File: config.mk
export PLATFORM = sky130hd
export DESIGN_NAME = wdt_pf_guard
export DESIGN_NICKNAME = d
export VERILOG_FILES = /design/src/rtl/wdt_pkg.sv /design/src/rtl/wdt_in_sync.sv /design/src/rtl/wdt_timer.sv /design/src/rtl/wdt_out_stage.sv /design/src/rtl/wdt_pf_guard.sv
export SDC_FILE = /design/constraint.sdc
export NUM_CORES = 1
export LEC_CHECK = 0
export BUFFER_PORTS_ARGS = -buffer_cell sky130_fd_sc_hd__buf_2
export CAP_MARGIN = 20
export CORE_MARGIN = 1
export CORE_UTILIZATION = 45
export DETAILED_ROUTE_END_ITERATION = 6
export MAX_ROUTING_LAYER = met4
export PLACE_DENSITY = 0.68
export SETUP_SLACK_MARGIN = 0.3
export SLEW_MARGIN = 20
export SYNTH_ARGS = -nofsm -noshare
export SYNTH_HDL_FRONTEND = slang
export SYNTH_SLANG_ARGS = --single-unit
File: constraint.sdc
create_clock -name clk_i -period 5.65 [get_ports clk_i]
set_clock_uncertainty 0.15 [all_clocks]
set_input_delay 0.565 -clock clk_i [delete_from_list [all_inputs] [get_ports clk_i]]
set_output_delay 0.565 -clock clk_i [all_outputs]
set_load 0.05 [all_outputs]
File: src/rtl/wdt_pkg.sv
package wdt_pkg;
  // 1.6 s at a 50 MHz clock
  localparam int unsigned DEF_TIMEOUT_CYC = 80_000_000;
  localparam int unsigned DEF_SYNC_STAGES = 2;

  function automatic int unsigned cnt_width(int unsigned limit);
    return (limit < 2) ? 1 : $clog2(limit);
  endfunction
endpackage

File: src/rtl/wdt_in_sync.sv
module wdt_in_sync #(
  parameter int unsigned STAGES = 2
) (
  input  logic clk_i,
  input  logic rst_ni,
  input  logic d_i,
  output logic edge_o
);
  logic [STAGES-1:0] sh_q;
  logic              prev_q;

  for (genvar gi = 0; gi < STAGES; gi++) begin : g_stage
    if (gi == 0) begin : g_first
      always_ff @(posedge clk_i or negedge rst_ni) begin
        if (!rst_ni) sh_q[gi] <= 1'b0;
        else         sh_q[gi] <= d_i;
      end
    end else begin : g_next
      always_ff @(posedge clk_i or negedge rst_ni) begin
        if (!rst_ni) sh_q[gi] <= 1'b0;
        else         sh_q[gi] <= sh_q[gi-1];
      end
    end
  end

  always_ff @(posedge clk_i or negedge rst_ni) begin
    if (!rst_ni) prev_q <= 1'b0;
    else         prev_q <= sh_q[STAGES-1];
  end

  // either polarity of change counts as activity
  assign edge_o = sh_q[STAGES-1] ^ prev_q;
endmodule

File: src/rtl/wdt_timer.sv
module wdt_timer #(
  parameter int unsigned TIMEOUT_CYC = 16,
  localparam int unsigned CW = wdt_pkg::cnt_width(TIMEOUT_CYC)
) (
  input  logic          clk_i,
  input  logic          rst_ni,
  input  logic          clr_i,
  input  logic          en_i,
  output logic [CW-1:0] cnt_o,
  output logic          expired_o
);
  localparam logic [CW-1:0] LAST = CW'(TIMEOUT_CYC - 1);

  logic [CW-1:0] cnt_q;
  logic          exp_q;

  always_ff @(posedge clk_i or negedge rst_ni) begin
    if (!rst_ni) begin
      cnt_q <= '0;
      exp_q <= 1'b0;
    end else if (clr_i || !en_i) begin
      cnt_q <= '0;
      exp_q <= 1'b0;
    end else if (!exp_q) begin
      if (cnt_q == LAST) exp_q <= 1'b1;
      else               cnt_q <= cnt_q + 1'b1;
    end
  end

  assign cnt_o     = cnt_q;
  assign expired_o = exp_q;
endmodule

File: src/rtl/wdt_out_stage.sv
module wdt_out_stage (
  input  logic expired_i,
  input  logic pgood_i,
  output logic wdo_no
);
  // supply failure overrides the timer without waiting for a clock
  assign wdo_no = pgood_i & ~expired_i;
endmodule

File: src/rtl/wdt_pf_guard.sv
module wdt_pf_guard #(
  parameter int unsigned TIMEOUT_CYC = wdt_pkg::DEF_TIMEOUT_CYC,
  parameter int unsigned SYNC_STAGES = wdt_pkg::DEF_SYNC_STAGES
) (
  input  logic clk_i,
  input  logic rst_ni,
  input  logic wdi_i,
  input  logic pgood_i,
  input  logic en_i,
  output logic wdo_no
);
  localparam int unsigned CW = wdt_pkg::cnt_width(TIMEOUT_CYC);

  logic          edge_w;
  logic [CW-1:0] cnt_w;
  logic          expired_w;

  wdt_in_sync #(.STAGES(SYNC_STAGES)) u_sync (
    .clk_i (clk_i),
    .rst_ni(rst_ni),
    .d_i   (wdi_i),
    .edge_o(edge_w)
  );

  wdt_timer #(.TIMEOUT_CYC(TIMEOUT_CYC)) u_timer (
    .clk_i    (clk_i),
    .rst_ni   (rst_ni),
    .clr_i    (edge_w),
    .en_i     (en_i),
    .cnt_o    (cnt_w),
    .expired_o(expired_w)
  );

  wdt_out_stage u_out (
    .expired_i(expired_w),
    .pgood_i  (pgood_i),
    .wdo_no   (wdo_no)
  );
endmodule

==> flow_metrics.tcl <==
set metrics [dict create \
    status "complete, no violations" \
    proportion_of_layout_cells_with_a_drive_suffix_above_1_pct 15.6 \
    tns_ps 0 \
    ys_seq_area_share_pct 46.8 \
    syn_nets 172 \
    area_used_by_multi_input_combinational_logic_um2 852 \
    insertedDiodeCount 0 \
    drcViolationCount 0 \
    p_leak_uw 0.000742 \
    critPathTopFamily "simple AND/OR/NAND/NOR gates" \
    worstSetupPathType "reg2reg" \
    clock_tree.htree_level_count 2 \
    synth.ff_latch_count 31 \
    dominantRegCellSynth "dfrtp_1" \
    dpl.cell_count 211 \
    area.sequential_um2 776 \
    number_of_antenna_violations_at_the_first_check_in_global_routing 0 \
    postSynthCellCount 165 \
    slew_viol_final 0 \
    detailroute.via_count 1297 \
    timing.final.crit_share_pct 40.3 \
    layout_area_overhead_pct 10.5 \
    worst_hold_slack_ps 172 \
    post-route-min-period_ps 2280 \
    cp.required_ps 5690 \
    finalWorstSetupSlack_ps 3370 \
    worst_ir_drop_on_vdd_v 0.000140 \
    grt_setup_unrepaired "no" \
    synth_area_um2 1660 \
    die-area_um2 3930 \
    viasPerCell 5.92 \
    crit_fanout 7 \
    worst_path_cell_with_the_longest_stage_delay "nor4_2" \
    final_non_filler_cell_total 219 \
    clk_path_buf_depth 2 \
    detailedRoute.firstIterationViolations 97 \
    cts_resized 0 \
    hold_viol 0 \
    power-per-cell-area_nw_per_um2 255 \
    initial_util_pct 48.2 \
    core_area_um2 3440 \
    dp_hpwl_mm 2.28 \
    timing.max_cap.violations 0 \
    floorplan.die.height_um 62.7 \
    nFillCells 323 \
    fp-row-count 21 \
    critPathBufInv 0 \
    avg_synthesized_cell_area_um2 10.0 \
    floorplan.die.width_um 62.7 \
    synthArstFlopShare_pct 100 \
    timing.fmax_ghz 0.439 \
    groute.usage.overall_pct 20.7 \
    cts_setup_buffers 0 \
    grt.overflow.total 0 \
    ant_nets 0 \
    min-delay-path-class "in2async" \
    setup.worst_path.end_class "flip-flop" \
    gp_routability_congestion 0.937 \
    clk_pin_slew_worst_paths_ps 60 \
    detail_route.first_pass.iterations 4 \
    holdBufCountCts 0 \
    place_ws_ps 3460 \
    final_nets 179 \
    synth-warning-count 0 \
    timing.critical_path.from_type "flip-flop" \
    ys_types 43 \
    cts.sink_count 31 \
    worstMarginPinSlew_ps 849 \
    crit_path_max_incr_delay_ps 690 \
    crit_arrival_ps 2320 \
    regToRegSetupSlack_ps 3370 \
    port_buffers 5 \
    grt_pass1_wl_mm 6.02 \
    grt_pass1_vias 1333 \
    grt_max_degree 32 \
    cts_made_buffers 5 \
    routed_wire_length_per_instance_um 15.4 \
    crit_path_cell_trace "nand4_1 -> nor4_2 -> nand3_1 -> or3_1 -> a21oi_1" \
    ctsRootBufferMaster "clkbuf_8" \
    final-setup-viol-count 0 \
    number_of_synthesized_flops_with_an_enable_pin 0 \
    tritoncts "yes" \
    boundaryPins 6 \
    worstSkewPairLatency_ps 290 \
    drt-total-wl_mm 3.37 \
    relSlewSlack_pct 43.3 \
]
final timing paths:
| path | startpoint | to | depth (start not counted) |
|---|---|---|---|
| max | u_timer.cnt_o[7]$_DFFE_PN0P_ | u_timer.cnt_o[17]$_DFFE_PN0P_ | 5 |
| min | rst_ni | u_timer.cnt_o[13]$_DFFE_PN0P_ | 1 |
| max reg2reg | u_timer.cnt_o[7]$_DFFE_PN0P_ | u_timer.cnt_o[17]$_DFFE_PN0P_ | 5 |
| min reg2reg | u_sync.sh_q[0]$_DFF_PN0_ | u_sync.sh_q[1]$_DFF_PN0_ | 0 |
| max in group asynchronous | rst_ni | u_timer.cnt_o[10]$_DFFE_PN0P_ | 1 |
| min in group clk_i | u_sync.sh_q[0]$_DFF_PN0_ | u_sync.sh_q[1]$_DFF_PN0_ | 0 |
stage by stage:
step / util, % / area [µm²] / power (µW)
finish: 53.2 / 1830 / 467
global placement: 49.8 / 1710 / 248
global route: 53.2 / 1830 / 488
floorplan: - / 1660 / 240
detailed placement: 49.8 / 1710 / 248
CTS: 53.2 / 1830 / 476
layer usage:
metal	track usage, %	vias to the layer above	share of wire (%)
li1	-	629	-
met1	23.9	641	46
met2	32.1	18	48
met3	6.75	9	3.0
met4	10.8	0	2.7
met5	-	-	0
Yosys cell counts (3+ instances only):
cell | count | area, µm²
a21oi_1 | 12 | 60.1
dfrtp_1 | 31 | 776
nand2_1 | 14 | 52.6
or3_1 | 5 | 31.3
xor2_1 | 8 | 70.1
o31ai_1 | 3 | 22.5
o21ai_0 | 5 | 25.0
xnor2_1 | 3 | 26.3
nand3_1 | 10 | 50.1
nand4_1 | 7 | 43.8
nor2_1 | 16 | 60.1
and3_1 | 3 | 18.8
clkbuf_1 | 3 | 11.3
or4_1 | 4 | 30.0
worst reg2reg max path, delay by kind of cell (launching register included):
family | cells | cell delay, ps
compound gates | 1 | 150
flops | 1 | 430
simple gates | 4 | 1450
cell families after synthesis:
group,Yosys count,share of synthesized area [%]
simple gates,80,28.8
compound gates,35,15.3
flops,31,46.8
xor+xnor,11,5.81
buf+inv,6,1.81
fa+ha+maj,2,1.51
where the power goes:
part           internal [µW]  switching [µW]
logic                   4.05            13.6
registers                224            1.72
clock network            142            80.8
total                    371            96.0
registers in the layout (all words and copies together), names as in the netlist:
register	flops
u_sync.prev_q	1
u_sync.sh_q	2
u_timer.cnt_o	27
u_timer.expired_o	1
cells in the final DEF (no fill, tap or decap), types with 2 or more instances in the layout:
cell	instances
xnor2_1	3
and2_1	2
nor2_1	16
xor2_1	8
nor3_1	2
o31a_2	2
or4_1	4
o21a_1	2
o21ai_0	5
dfrtp_1	31
buf_2	5
nand2_1	14
or3_1	5
nor4_2	2
ha_1	2
nor4b_1	2
o211ai_1	2
and3_1	3
nand4_1	7
o31ai_1	3
a31o_1	2
clkbuf_8	6
nor4_1	2
and4_1	2
nand3_1	10
a21oi_1	12
layout make-up:
| class | count | share of cell area, % |
|---|---|---|
| repair buffers | 5 | 1.37 |
| well taps | 46 | 3.14 |
| multi-input cells | 128 | 46.5 |
| clock inverters | 2 | 1.91 |
| clock buffers | 6 | 4.51 |
| flip-flops and latches | 31 | 42.3 |
| inverters | 1 | 0.205 |
Note: power is estimated with default switching activity, not from simulation.
